===== config.mk =====
export PLATFORM = sky130hd
export DESIGN_NAME = pad_hold_keeper
export DESIGN_NICKNAME = d
export VERILOG_FILES = /design/src/rtl/padhold_pkg.sv /design/src/rtl/padhold_evt.sv /design/src/rtl/padhold_live.sv /design/src/rtl/padhold_ctrl.sv /design/src/rtl/padhold_ctx.sv /design/src/rtl/padhold_mux.sv /design/src/rtl/pad_hold_keeper.sv
export SDC_FILE = /design/constraint.sdc
export NUM_CORES = 1
export LEC_CHECK = 0
export BUFFER_PORTS_ARGS = -buffer_cell sky130_fd_sc_hd__buf_2
export CAP_MARGIN = 20
export CORE_MARGIN = 2
export CORE_UTILIZATION = 30
export CTS_BUF_LIST = sky130_fd_sc_hd__clkbuf_16
export DETAILED_ROUTE_END_ITERATION = 16
export SETUP_SLACK_MARGIN = 0.5
export SLEW_MARGIN = 20
export SYNTH_ARGS = -nofsm -noshare
export SYNTH_HDL_FRONTEND = slang
export SYNTH_HIERARCHICAL = 1
export SYNTH_SLANG_ARGS = --single-unit

===== constraint.sdc =====
create_clock -name clk -period 1.95 [get_ports clk]
set_clock_uncertainty 0.05 [all_clocks]
set_input_delay 0.195 -clock clk [delete_from_list [all_inputs] [get_ports clk]]
set_output_delay 0.195 -clock clk [all_outputs]
set_load 0.005 [all_outputs]

===== src/rtl/padhold_pkg.sv =====
package padhold_pkg;
  typedef enum logic [2:0] {
    EV_NONE   = 3'd0,
    EV_BOR    = 3'd1,
    EV_PINRST = 3'd2,
    EV_SLEEP  = 3'd3,
    EV_WAKE   = 3'd4
  } hold_ev_t;
endpackage


===== src/rtl/padhold_evt.sv =====
module padhold_evt
  import padhold_pkg::*;
(
  input  logic     bor_i,
  input  logic     pin_rst_i,
  input  logic     sleep_i,
  input  logic     wake_i,
  output hold_ev_t ev_o
);
  always_comb begin
    if (bor_i)          ev_o = EV_BOR;
    else if (pin_rst_i) ev_o = EV_PINRST;
    else if (sleep_i)   ev_o = EV_SLEEP;
    else if (wake_i)    ev_o = EV_WAKE;
    else                ev_o = EV_NONE;
  end
endmodule


===== src/rtl/padhold_live.sv =====
module padhold_live
  import padhold_pkg::*;
#(
  parameter int PINS = 16
) (
  input  logic            clk,
  input  logic            rst,
  input  hold_ev_t        ev,
  input  logic            oe_we_i,
  input  logic [PINS-1:0] oe_wd_i,
  input  logic            lat_we_i,
  input  logic [PINS-1:0] lat_wd_i,
  input  logic            osc_we_i,
  input  logic            osc_wd_i,
  output logic [PINS-1:0] oe_q,
  output logic [PINS-1:0] lat_q,
  output logic            osc_q,
  output logic [PINS-1:0] oe_d,
  output logic [PINS-1:0] lat_d,
  output logic            osc_d
);
  always_comb begin
    oe_d  = oe_q;
    lat_d = lat_q;
    osc_d = osc_q;
    case (ev)
      EV_BOR, EV_PINRST, EV_WAKE: begin
        oe_d  = '0;
        lat_d = '0;
        osc_d = 1'b0;
      end
      EV_NONE: begin
        if (oe_we_i)  oe_d  = oe_wd_i;
        if (lat_we_i) lat_d = lat_wd_i;
        if (osc_we_i) osc_d = osc_wd_i;
      end
      default: ;
    endcase
  end

  always_ff @(posedge clk) begin
    if (rst) begin
      oe_q  <= '0;
      lat_q <= '0;
      osc_q <= 1'b0;
    end else begin
      oe_q  <= oe_d;
      lat_q <= lat_d;
      osc_q <= osc_d;
    end
  end
endmodule


===== src/rtl/padhold_ctrl.sv =====
module padhold_ctrl
  import padhold_pkg::*;
#(
  parameter int PINS = 16
) (
  input  logic            clk,
  input  logic            rst,
  input  hold_ev_t        ev,
  input  logic            rel_clr_i,
  input  logic [PINS-1:0] live_oe_q,
  input  logic [PINS-1:0] live_lat_q,
  input  logic            live_osc_q,
  output logic            rel_q,
  output logic            rel_d,
  output logic            frc_d,
  output logic [PINS-1:0] ret_oe_d,
  output logic [PINS-1:0] ret_lat_d,
  output logic            ret_osc_d
);
  logic            slp_q, slp_d;
  logic            frc_q;
  logic [PINS-1:0] ret_oe_q, ret_lat_q;
  logic            ret_osc_q;

  always_comb begin
    rel_d     = rel_q;
    slp_d     = slp_q;
    frc_d     = frc_q;
    ret_oe_d  = ret_oe_q;
    ret_lat_d = ret_lat_q;
    ret_osc_d = ret_osc_q;
    case (ev)
      EV_BOR: begin
        rel_d     = 1'b0;
        slp_d     = 1'b0;
        frc_d     = 1'b0;
        ret_oe_d  = '0;
        ret_lat_d = '0;
        ret_osc_d = 1'b0;
      end
      EV_PINRST: begin
        slp_d = 1'b0;
        frc_d = rel_q;
      end
      EV_SLEEP: begin
        slp_d = 1'b1;
        rel_d = 1'b1;
        if (!rel_q) begin
          ret_oe_d  = live_oe_q;
          ret_lat_d = live_lat_q;
          ret_osc_d = live_osc_q;
          frc_d     = 1'b0;
        end
      end
      EV_WAKE: slp_d = 1'b0;
      default: begin
        if (rel_clr_i && !slp_q) begin
          rel_d = 1'b0;
          frc_d = 1'b0;
        end
      end
    endcase
  end

  always_ff @(posedge clk) begin
    if (rst) begin
      rel_q     <= 1'b0;
      slp_q     <= 1'b0;
      frc_q     <= 1'b0;
      ret_oe_q  <= '0;
      ret_lat_q <= '0;
      ret_osc_q <= 1'b0;
    end else begin
      rel_q     <= rel_d;
      slp_q     <= slp_d;
      frc_q     <= frc_d;
      ret_oe_q  <= ret_oe_d;
      ret_lat_q <= ret_lat_d;
      ret_osc_q <= ret_osc_d;
    end
  end
endmodule


===== src/rtl/padhold_ctx.sv =====
module padhold_ctx
  import padhold_pkg::*;
#(
  parameter int CTX_N = 2,
  parameter int CTX_W = 16
) (
  input  logic                   clk,
  input  logic                   rst,
  input  hold_ev_t               ev,
  input  logic [CTX_N-1:0]       we_i,
  input  logic [CTX_W-1:0]       wd_i,
  output logic [CTX_N*CTX_W-1:0] q_o
);
  for (genvar g = 0; g < CTX_N; g++) begin : g_word
    logic [CTX_W-1:0] word_q;
    always_ff @(posedge clk) begin
      if (rst || ev == EV_BOR) word_q <= '0;
      else if (ev == EV_NONE && we_i[g]) word_q <= wd_i;
    end
    assign q_o[g*CTX_W +: CTX_W] = word_q;
  end
endmodule


===== src/rtl/padhold_mux.sv =====
module padhold_mux #(
  parameter int PINS = 16
) (
  input  logic            clk,
  input  logic            rst,
  input  logic            rel_d,
  input  logic            frc_d,
  input  logic [PINS-1:0] ret_oe_d,
  input  logic [PINS-1:0] ret_lat_d,
  input  logic            ret_osc_d,
  input  logic [PINS-1:0] live_oe_d,
  input  logic [PINS-1:0] live_lat_d,
  input  logic            live_osc_d,
  output logic [PINS-1:0] pad_oe_o,
  output logic [PINS-1:0] pad_do_o,
  output logic            osc_en_o
);
  for (genvar p = 0; p < PINS; p++) begin : g_pin
    logic oe_n, do_n;
    always_comb begin
      if (frc_d) begin
        oe_n = 1'b0;
        do_n = 1'b0;
      end else if (rel_d) begin
        oe_n = ret_oe_d[p];
        do_n = ret_lat_d[p] & ret_oe_d[p];
      end else begin
        oe_n = live_oe_d[p];
        do_n = live_lat_d[p] & live_oe_d[p];
      end
    end
    always_ff @(posedge clk) begin
      if (rst) begin
        pad_oe_o[p] <= 1'b0;
        pad_do_o[p] <= 1'b0;
      end else begin
        pad_oe_o[p] <= oe_n;
        pad_do_o[p] <= do_n;
      end
    end
  end

  always_ff @(posedge clk) begin
    if (rst) osc_en_o <= 1'b0;
    else     osc_en_o <= rel_d ? ret_osc_d : live_osc_d;
  end
endmodule


===== src/rtl/pad_hold_keeper.sv =====
module pad_hold_keeper
  import padhold_pkg::*;
#(
  parameter int PINS  = 16,
  parameter int CTX_N = 2,
  parameter int CTX_W = 16
) (
  input  logic                   clk,
  input  logic                   rst,
  input  logic                   bor_i,
  input  logic                   pin_rst_i,
  input  logic                   sleep_i,
  input  logic                   wake_i,
  input  logic                   rel_clr_i,
  input  logic                   oe_we_i,
  input  logic [PINS-1:0]        oe_wd_i,
  input  logic                   lat_we_i,
  input  logic [PINS-1:0]        lat_wd_i,
  input  logic                   osc_we_i,
  input  logic                   osc_wd_i,
  input  logic [CTX_N-1:0]       ctx_we_i,
  input  logic [CTX_W-1:0]       ctx_wd_i,
  output logic [CTX_N*CTX_W-1:0] ctx_o,
  output logic [PINS-1:0]        pad_oe_o,
  output logic [PINS-1:0]        pad_do_o,
  output logic                   osc_en_o,
  output logic                   release_o
);
  hold_ev_t        ev;
  logic [PINS-1:0] live_oe_q, live_lat_q, live_oe_d, live_lat_d;
  logic            live_osc_q, live_osc_d;
  logic            rel_d, frc_d, ret_osc_d;
  logic [PINS-1:0] ret_oe_d, ret_lat_d;

  padhold_evt u_evt (
    .bor_i(bor_i), .pin_rst_i(pin_rst_i), .sleep_i(sleep_i),
    .wake_i(wake_i), .ev_o(ev)
  );

  padhold_live #(.PINS(PINS)) u_live (
    .clk(clk), .rst(rst), .ev(ev),
    .oe_we_i(oe_we_i), .oe_wd_i(oe_wd_i),
    .lat_we_i(lat_we_i), .lat_wd_i(lat_wd_i),
    .osc_we_i(osc_we_i), .osc_wd_i(osc_wd_i),
    .oe_q(live_oe_q), .lat_q(live_lat_q), .osc_q(live_osc_q),
    .oe_d(live_oe_d), .lat_d(live_lat_d), .osc_d(live_osc_d)
  );

  padhold_ctrl #(.PINS(PINS)) u_ctrl (
    .clk(clk), .rst(rst), .ev(ev), .rel_clr_i(rel_clr_i),
    .live_oe_q(live_oe_q), .live_lat_q(live_lat_q), .live_osc_q(live_osc_q),
    .rel_q(release_o), .rel_d(rel_d), .frc_d(frc_d),
    .ret_oe_d(ret_oe_d), .ret_lat_d(ret_lat_d), .ret_osc_d(ret_osc_d)
  );

  padhold_ctx #(.CTX_N(CTX_N), .CTX_W(CTX_W)) u_ctx (
    .clk(clk), .rst(rst), .ev(ev),
    .we_i(ctx_we_i), .wd_i(ctx_wd_i), .q_o(ctx_o)
  );

  padhold_mux #(.PINS(PINS)) u_mux (
    .clk(clk), .rst(rst), .rel_d(rel_d), .frc_d(frc_d),
    .ret_oe_d(ret_oe_d), .ret_lat_d(ret_lat_d), .ret_osc_d(ret_osc_d),
    .live_oe_d(live_oe_d), .live_lat_d(live_lat_d), .live_osc_d(live_osc_d),
    .pad_oe_o(pad_oe_o), .pad_do_o(pad_do_o), .osc_en_o(osc_en_o)
  );
endmodule


==> flow_summary.yaml, run 1 <==
yosys:
  syn-num-nets: 560
  synth.largest_area_cell: "dfxtp_1"
  syn-cell-area_um2: 5650
  avgSynthCellArea_um2: 11.3
  ys_ff_latch: 134
  ys_seq_area_share_pct: 47.5
  synth_top_area_share_pct: 47.5
  ys_async_sr_fraction_pct: 0
  netlist_instances: 499
  netlist_top_cells_area: "dfxtp_1 (47%), a22o_1 (24%), buf_6 (3.6%)"
  synth-edff-count: 0
  synth_cell_type_count: 45
  yosysWarnings: 6
  synthFlopType: "dfxtp_1"
cts:
  h-tree-depth: 4
  clock_path_buffers: 2
  tritoncts: "built"
  cts_root_buffer: "clkbuf_16"
  clock_latency_ns: 0.42
  clkTransAtPathRegs_ns: 0.06
  cts_buffers: 17
  cts.sinks: 134
placed_design:
  dp_cells: 851
  post-dp-hpwl_um: 10300
  place_area_um2: 6730
  port_buffers: 126
  gp_congestion: 0.763
finish:
  antenna_cells: 0
  fin_nets: 747
  final_area_um2: 8030
  fin_util_pct: 43.2
  drive_gt1_share_pct: 38.9
  syn_to_final_growth_pct: 42.1
  finalNonFillerCells: 931
routing:
  drtPass1Iterations: 4
  drt-wirelength-per-cell_um: 18.2
  drc_errors: 0
  wl_um: 16900
  via_per_inst: 5.12
  antenna_left: 0
  drtIter0Drc: 281
  via_count: 4764
die:
  initial_core_util_pct: 30.4
  num_io_pins: 127
  coreArea_um2: 18600
  die_area_um2: 20000
  die_h_um: 141
  die_x_um: 141
  rows: 50
setup_path:
  crit_path_end_kind: "flip-flop"
  crit_family: "simple AND/OR/NAND/NOR gates"
  critPathKind: "in2reg"
  crit_required_ns: 2.25
  worst_path_most_repeated_cell: "buf_6"
  path_buf_inv: 4
  path_cells: "buf_6 -> nor2_4 -> nor2_2 -> buf_6 -> buf_6 -> or3_4 -> o21bai_4 -> buf_16 -> a22o_1 -> nand3b_1 -> a21oi_4"
  slowest_delay_ns: 0.39
  worst-path-max-fanout: 8
  worstSetupStartpointType: "input port"
  cp_slowest_cell: "or3_4"
  worstPathArrival_ns: 1.91
global_routing:
  grtUsageTotal_pct: 17.1
  antenna_found_initial: 1
  grt_max_degree: 40
  overflow: 0
  grt_pass1_vias: 4753
  grt_pass1_wl_um: 26600
worst_hold_path:
  hold_class: "in2reg"
pwr:
  p_per_area_nw_per_um2: 846
  p_leak_nw: 3.36
  p_sw_mw: 1.70
  switching_share_pct: 25.1
  power_frac_clock_pct: 45.6
  combPwrFrac_pct: 13.0
  p_seq_share_pct: 41.5
  ir_drop_mv: 0.612
  p_int_mw: 5.10
timing:
  fmax_mhz: 620
  fin_hold_ws_ns: 0.0414
  fin_crit_ns: 1.61
  min_period_over_period_pct: 82.7
  slew_violations: 0
  slew_headroom_pct: 79.2
  finalHoldViolCount: 0
  tightestPinTransition_ns: 0.311
  rsz0062_at_grt: "yes"
  setup-violations-final: 0
run_status:
  outcome: "completed"
job:
  maxCapViolations: 0
## layer usage
layer	global-route usage, %	vias up	routed length, um
met1	21.8	2248	7570
met2	27.4	204	7840
li1	-	2290	-
met5	0	-	16
met4	6.05	2	238
met3	5.37	20	1260
## synthesized netlist by cell type (all sizes together) (2+ instances only)
master and n:
nor2b 8, and2 4, mux2i 17, clkbuf 13, nor4b 3, nand3 19
nor2 22, o2bb2ai 2, and2b 11, a22o 160, dfxtp 134, o21bai 3
nand3b 16, buf 32, inv 3, nor3 5, nand2b 2, a31oi 2
nand2 5, o21ai 2, or2 3, a21oi 22
## final timing paths
kind                   startpoint  depth (start not counted)              endpoint  slack, ns
max                       sleep_i                         11     u_mux/pad_do_o[5]       0.34
min                      osc_wd_i                          3          u_live/osc_q       0.04
max reg2reg          u_ctrl/rel_q                          6     u_mux/pad_do_o[7]       0.37
min reg2reg  u_ctrl/ret_lat_q[11]                          1  u_ctrl/ret_lat_q[11]       0.43
## power groups by stage
stage | combinational (mW) | sequential, mW | clock [mW]
CTS | 0.856 | 2.82 | 3.16
finish | 0.882 | 2.82 | 3.10
detailed placement | 0.697 | 2.88 | 0
floorplan | 0.411 | 2.88 | 0
global placement | 0.685 | 2.88 | 0
global route | 0.934 | 2.82 | 3.29
## cell usage in the layout (no fill, tap or decap), types with 6 or more instances in the layout
cell,instances
nand3_1,19
nor2_1,18
buf_2,124
a21oi_2,16
clkbuf_16,20
a22o_2,6
buf_6,15
buf_4,17
nand3b_1,16
mux2i_1,17
a22o_1,154
and2b_4,6
buf_12,17
dfxtp_1,133
dlygate4sd3_1,32
## layout make-up
class                   count  area [um2]
clock buffers              17         425
clock inverters            13         134
fillers                  1720       10500
inverters                   3        11.3
multi-input cells         318        2740
flip-flops and latches    134        2680
well taps                 234         293
repair buffers            212        1750
## registers in the layout (all words and copies together), names as in the netlist, 16 cells and up
name and flops:
u_ctrl/ret_lat_q 16, u_ctx/g_word.word_q 32, u_live/lat_q 16, u_live/oe_q 16, u_mux/pad_do_o 16, u_ctrl/ret_oe_q 16
u_mux/pad_oe_o 16
## timing repair
action                                  CTS  global route
hold buffers                             32             0
endpoints found under the hold margin    32             0
cloned                                    6             2
pin swaps                                 9             8
gates resized for setup                  36             8
setup buffers                            10             0
endpoints found under the setup margin   97            65
## kinds of logic (layout without fill, tap and decap cells)
logic type / count (synthesis) / count (layout) / share of synthesized area [%]
AO/OA/AOI/OAI: 195 / 195 / 31.0
AND/OR/NAND/NOR: 104 / 105 / 12.1
multiplexers: 17 / 17 / 3.01
adder cells (fa/ha/maj): 1 / 1 / 0.199
buffers and inverters: 48 / 245 / 6.24
flip-flops: 134 / 134 / 47.5
## metrics by stage
| step | setup TNS (ns) | power, mW | setup WS [ns] |
|---|---|---|---|
| after floorplan | 0 | 3.29 | 0.0459 |
| after global placement | -2.64 | 3.56 | -0.0857 |
| after detailed placement | -4.20 | 3.58 | -0.106 |
| after CTS | 0 | 6.84 | 0.396 |
| after global routing | 0 | 7.04 | 0.308 |
| final | 0 | 6.80 | 0.336 |
## worst register-to-register path, delay by kind of cell, from the launching register on
family,cells,cell delay [ns]
AND/OR/NAND/NOR,2,0.40
flip-flops,1,0.32
AO/OA/AOI/OAI,2,0.40
buffers and inverters,2,0.34
(Power assumes the default switching activity.)
==> run 2: changes to the inputs <==
--- a/config.mk
+++ b/config.mk
@@ -5,6 +5,7 @@
 export SDC_FILE = /design/constraint.sdc
 export NUM_CORES = 1
 export LEC_CHECK = 0
+export ABC_AREA = 1
 export BUFFER_PORTS_ARGS = -buffer_cell sky130_fd_sc_hd__buf_2
 export CAP_MARGIN = 20
 export CORE_MARGIN = 2
==> constraint.sdc (replaced) <==
create_clock -name clk -period 1.44 [get_ports clk]
set_clock_uncertainty 0.05 [all_clocks]
set_input_delay 0.144 -clock clk [delete_from_list [all_inputs] [get_ports clk]]
set_output_delay 0.144 -clock clk [all_outputs]
set_load 0.005 [all_outputs]
==> flow_summary.yaml, run 2 <==
yosys:
  synth_mux_area_share_pct: 0
  post-synth-top-count-cell: "nand2_1"
  yosys.area_share.simple_pct: 34.3
  synth.largest_area_cell: "dfxtp_1"
  synth-edff-count: 0
  synth_common_cells: "nand2_1 (437), dfxtp_1 (134), inv_1 (123)"
  synth_top_area_share_pct: 39.9
  synth-compound-area-share_pct: 12.7
  synth_cell_type_count: 25
  syn-num-nets: 1083
  ys_seq_area_share_pct: 39.9
  avgSynthCellArea_um2: 6.58
  synth_xor_area_share_pct: 0
  synthFlopType: "dfxtp_1"
  ys_ff_latch: 134
  netlist_instances: 1022
  netlist_top_cells_area: "dfxtp_1 (40%), nand2_1 (24%), inv_1 (6.9%)"
  ys_async_sr_fraction_pct: 0
  synth_top_family_by_area: "simple AND/OR/NAND/NOR gates"
  synthAdderAreaFrac_pct: 0
  syn-cell-area_um2: 6720
  yosysWarnings: 6
die:
  die_area_um2: 23600
  die_x_um: 154
  die_h_um: 154
  num_io_pins: 127
  coreArea_um2: 21900
  rows: 54
  initial_core_util_pct: 30.7
cts:
  cts_buffers: 17
  tritoncts: "built"
  cts.sinks: 134
  clock_path_buffers: 2
  cts_root_buffer: "clkbuf_16"
  clkTransAtPathRegs_ns: 0.06
  clock_latency_ns: 0.43
  cts_hold_buffers: 0
  h-tree-depth: 4
timing:
  fmax_mhz: 668
  tightestPinTransition_ns: 0.448
  setup_ws_ns: -0.0561
  setup-violations-final: 10
  setup-tns-final_ns: -0.148
  min_period_over_period_pct: 104
  slew_violations: 0
  rsz0062_at_grt: "yes"
  fin_crit_ns: 1.50
  slew_headroom_pct: 70.1
  finalHoldViolCount: 0
finish:
  final_common_cell: "nand2_1"
  fin_nets: 1320
  largest_reg_flops: 32
  layout_common_cells: "nand2_1 (229), inv_1 (121), nand2_2 (113)"
  drive_gt1_share_pct: 58.9
  antenna_cells: 0
  fin_util_pct: 54.1
  syn_to_final_growth_pct: 76.2
  regMostFlops: "u_ctx/g_word.word_q"
setup_path:
  crit_path_end_kind: "flip-flop"
  slowest_delay_ns: 0.36
  crit_path_start: "u_ctrl/rel_q"
  worstSetupStartpointType: "flip-flop"
  worst_path_most_repeated_cell: "nand2_4"
  reg2reg_from: "u_ctrl/rel_q"
  crit_required_ns: 1.74
  reg2reg_depth: 9
  cp_slowest_cell: "dfxtp_4"
  worst-path-max-fanout: 16
  r2r_end: "u_mux/pad_do_o[6]"
  critPathKind: "reg2reg"
  path_cells: "buf_8 -> clkinv_8 -> nand2_4 -> nand2_4 -> inv_8 -> buf_12 -> inv_12 -> nand3_2 -> a21oi_2"
  worstPathArrival_ns: 1.80
  setup.worst_path.end: "u_mux/pad_do_o[6]"
  reg2reg_slack_ns: -0.06
routing:
  drc_errors: 0
  antenna_left: 0
  drt-wirelength-per-cell_um: 16.5
  via_per_inst: 4.90
  drtIter0Drc: 486
  wl_um: 25700
  drtPass1Iterations: 5
  via_count: 7599
global_routing:
  grt_pass1_wl_um: 37400
  overflow: 0
  grtUsageTotal_pct: 19.9
  grt_pass1_vias: 7159
  antenna_found_initial: 0
  grt_max_degree: 61
run_status:
  outcome: "finished with violations"
  violations: "setup timing"
placed_design:
  port_buffers: 126
  dp_slack_ns: -0.455
  gp_congestion: 0.790
  post-dp-hpwl_um: 13100
pwr:
  p_per_area_nw_per_um2: 853
  ir_drop_mv: 0.951
  p_leak_nw: 5.70
  p_total_mw: 10.1
job:
  maxCapViolations: 0
worst_hold_path:
  hold_class: "in2reg"
==> run 2: cell types whose count changed after synthesis, moves of 22 or more <==
cell	previous run	this run
a21oi_1	5	58
a21oi_2	15	43
a22o_1	154	0
inv_1	3	123
nand2_1	5	437
nand4_1	0	33
nor2_1	21	43
o21ai_0	2	35
==> run 2: worst min path at each step <==
stage | start | to | slack (ns) | cells past startpoint
after floorplan | rst | u_mux/osc_en_o | 0.16 | 1
after global placement | u_ctrl/ret_oe_q[4] | u_ctrl/ret_oe_q[4] | 0.42 | 2
after detailed placement | u_ctrl/ret_oe_q[0] | u_ctrl/ret_oe_q[0] | 0.43 | 2
after CTS | ctx_wd_i[15] | u_ctx/g_word[1].word_q[15] | 0.003 | 5
after global routing | ctx_wd_i[3] | u_ctx/g_word[1].word_q[3] | 0.06 | 5
final | ctx_wd_i[9] | u_ctx/g_word[0].word_q[9] | 0.03 | 5
==> run 2: layout make-up <==
| cell class | count | area [um2] |
|---|---|---|
| timing repair inverter | 2 | 25.0 |
| inverter | 130 | 562 |
| clock inverter | 15 | 133 |
| multi-input combinational | 701 | 4640 |
| clock buffer | 17 | 425 |
| fill | 1881 | 10000 |
| tap | 280 | 350 |
| timing repair buffer | 273 | 2930 |
| sequential | 134 | 2770 |
==> run 2: per-stage QoR <==
step / hold WS (ns) / cell area (um2) / std cells
2_1_floorplan: 0.163 / 7020 / 1022
3_3_place_gp: 0.425 / 8390 / 1459
3_5_place_dp: 0.429 / 8390 / 1459
4_1_cts: 0.00288 / 10700 / 1534
5_1_grt: 0.0609 / 11800 / 1552
6_report: 0.0291 / 11800 / 1552
==> run 2: metal layers <==
metal	GRT usage, %	routed length, um
met4	6.95	1000
met1	24.8	10300
met5	0	0
met3	5.05	1980
met2	33.5	12300
==> run 2: critical path, delay by kind of cell (launching register included) <==
family | cells | cell delay [ns]
buf+inv | 5 | 0.56
compound gates | 1 | 0.18
flops | 1 | 0.36
simple gates | 3 | 0.25
==> run 2: cell families after synthesis <==
kind of cell           Yosys count
buffers and inverters          189
flip-flops                     134
AND/OR/NAND/NOR                561
AO/OA/AOI/OAI                  138
==> run 2: power breakdown <==
group	internal, mW	total [mW]	switching [mW]
logic	0.923	2.05	1.12
registers	3.79	3.86	0.0707
clock network	2.38	4.19	1.81
total	7.10	10.1	3.00
==> run 2: timing repair <==
action / in CTS / in global routing
gates cloned: 20 / 2
endpoints found under the setup margin: 199 / 200
setup buffers: 23 / 16
resized for setup: 341 / 265
pin swaps: 45 / 94
==> run 3: changes to the inputs <==
--- a/config.mk
+++ b/config.mk
@@ -12,6 +12,7 @@
 export CORE_UTILIZATION = 30
 export CTS_BUF_LIST = sky130_fd_sc_hd__clkbuf_16
 export DETAILED_ROUTE_END_ITERATION = 16
+export REMOVE_ABC_BUFFERS = 1
 export SETUP_SLACK_MARGIN = 0.5
 export SLEW_MARGIN = 20
 export SYNTH_ARGS = -nofsm -noshare
==> flow_summary.yaml, run 3 (same netlist as run 2, synthesis figures left out) <==
run_status:
  outcome: "finished with violations"
  violations: "setup timing"
setup_path:
  cp_slowest_cell: "dfxtp_2"
  worst_path_most_repeated_cell: "nand2_2"
  worstSetupStartpointType: "flip-flop"
  reg2reg_from: "u_ctrl/rel_q"
  worstPathArrival_ns: 1.82
  path_cells: "buf_6 -> clkinv_8 -> buf_12 -> buf_16 -> nand2_4 -> nand2_2 -> nand2_2 -> nand2_1 -> nand3_1 -> a21oi_2"
  worst-path-max-fanout: 8
  crit_required_ns: 1.71
  r2r_end: "u_mux/pad_do_o[10]"
  reg2reg_slack_ns: -0.11
  critPathKind: "reg2reg"
  crit_path_end_kind: "flip-flop"
  slowest_delay_ns: 0.36
  crit_family: "buffers and inverters"
  reg2reg_depth: 10
  path_buf_inv: 4
pwr:
  power_frac_clock_pct: 44.1
  p_per_area_nw_per_um2: 913
  p_sw_mw: 2.91
  p_total_mw: 10.3
  p_leak_nw: 5.47
  switching_share_pct: 28.2
  ir_drop_mv: 0.825
  combPwrFrac_pct: 18.4
  p_seq_share_pct: 37.5
  p_int_mw: 7.39
finish:
  largest_reg_flops: 32
  nFillCells: 2005
  layout_common_cells: "nand2_1 (288), inv_1 (97), buf_2 (96)"
  multiInputGateArea_um2: 4170
  syn_to_final_growth_pct: 67.8
  final_area_um2: 11300
  drive_gt1_share_pct: 51.9
  final_common_cell: "nand2_1"
  register_area_um2: 2770
  finalNonFillerCells: 1543
  fin_nets: 1310
  regMostFlops: "u_ctx/g_word.word_q"
  fin_util_pct: 51.5
die:
  num_io_pins: 127
  initial_core_util_pct: 30.7
  coreArea_um2: 21900
  die_x_um: 154
  die_h_um: 154
  die_area_um2: 23600
  rows: 54
timing:
  fin_crit_ns: 1.55
  slew_violations: 0
  fin_hold_ws_ns: 0.0119
  finalHoldViolCount: 0
  slew_headroom_pct: 71.3
  tightestPinTransition_ns: 0.430
  setup-violations-final: 33
  fmax_mhz: 645
  min_period_over_period_pct: 108
  setup_ws_ns: -0.110
  rsz0062_at_grt: "yes"
worst_hold_path:
  min_to: "u_ctx/g_word[0].word_q[14]"
  worstHoldStart: "ctx_wd_i[14]"
  hold_class: "in2reg"
  hold_depth: 5
global_routing:
  antenna_found_initial: 1
  grt_pass1_vias: 7207
  grtUsageTotal_pct: 20.7
  overflow: 0
  grt_max_degree: 50
  grt_pass1_wl_um: 38300
placed_design:
  post-dp-hpwl_um: 13000
  place_area_um2: 8180
  dp_cells: 1460
  port_buffers: 126
  gp_congestion: 0.780
routing:
  drtPass1Iterations: 5
  drtIter0Drc: 516
  antenna_left: 0
  drt-wirelength-per-cell_um: 16.6
  drc_errors: 0
  via_count: 7584
  wl_um: 25600
  via_per_inst: 4.92
cts:
  clock_latency_ns: 0.43
  cts_root_buffer: "clkbuf_16"
  tritoncts: "built"
  cts_buffers: 17
  h-tree-depth: 4
  clock_path_buffers: 2
  clkTransAtPathRegs_ns: 0.06
  cts.sinks: 134
job:
  maxCapViolations: 0
run 3: changes by cell type in the layout (fill, tap and decap cells not counted), moves of 10 or more:
cell,previous run,this run
a21oi_1,2,16
a21oi_2,99,84
buf_6,98,86
inv_1,121,97
inv_2,3,27
nand2_1,229,288
nand2_2,113,82
nand2_4,96,70
nand3_1,19,32
nand3_2,19,6
nor2_1,23,33
o21ai_1,4,14
run 3: stage by stage:
step                      setup WS, ns  setup TNS [ns]
after global placement          -0.384          -22.15
after global routing            -0.159           -3.53
final                           -0.110           -1.23
after detailed placement        -0.409          -23.09
after CTS                      -0.0165          -0.188
after floorplan                  -1.68         -103.10
run 3: repair_timing:
action	in CTS	in global routing
setup buffers	18	8
gates resized for setup	317	210
hold buffers	2	0
cloned	22	0
endpoints found under the hold margin	3	0
setup endpoints to repair	200	200
pin swaps	82	91
run 3: cell type report:
type / count / area share [%]
Clock buffer: 17 / 3.77
Tap cell: 280 / 3.11
Clock inverter: 15 / 1.56
Multi-Input combinational cell: 701 / 37.0
Inverter: 130 / 4.66
Timing Repair Buffer: 265 / 25.4
Sequential cell: 134 / 24.5
Antenna cell: 1 / 0.0222
run 3: worst max-delay path by stage:
stage / startpoint / endpoint / slack [ns] / depth (start not counted)
2_1_floorplan: u_ctrl/rel_q / u_mux/pad_do_o[0] / -1.68 / 7
3_3_place_gp: sleep_i / u_mux/pad_oe_o[15] / -0.38 / 13
3_5_place_dp: sleep_i / u_mux/pad_do_o[15] / -0.41 / 13
4_1_cts: u_ctrl/rel_q / u_mux/pad_do_o[4] / -0.02 / 9
5_1_grt: u_ctrl/rel_q / u_mux/pad_do_o[10] / -0.16 / 10
6_report: u_ctrl/rel_q / u_mux/pad_do_o[10] / -0.11 / 10
run 3: power groups by stage:
stage               Combinational (mW)  Sequential (mW)  Clock, mW
finish                            1.89             3.86       4.54
global route                      2.00             3.87       4.80
CTS                               1.68             3.85       4.57
detailed placement                1.10             3.91          0
global placement                  1.09             3.91          0
floorplan                        0.482             3.91          0
run 3: metal layers:
| layer | GRT usage [%] | up-vias | share of wire, % |
|---|---|---|---|
| li1 | - | 3655 | - |
| met3 | 4.93 | 54 | 7.2 |
| met2 | 36.0 | 355 | 50 |
| met5 | 0 | - | 0 |
| met1 | 25.4 | 3520 | 40 |
| met4 | 6.33 | 0 | 2.6 |
run 3: worst reg2reg max path, stage by stage (launching register included):
cell and delay [ns]:
dfxtp_2 0.36, buf_6 0.16, clkinv_8 0.10, buf_12 0.15, buf_16 0.16, nand2_4 0.07
nand2_2 0.05, nand2_2 0.07, nand2_1 0.07, nand3_1 0.14, a21oi_2 0.07
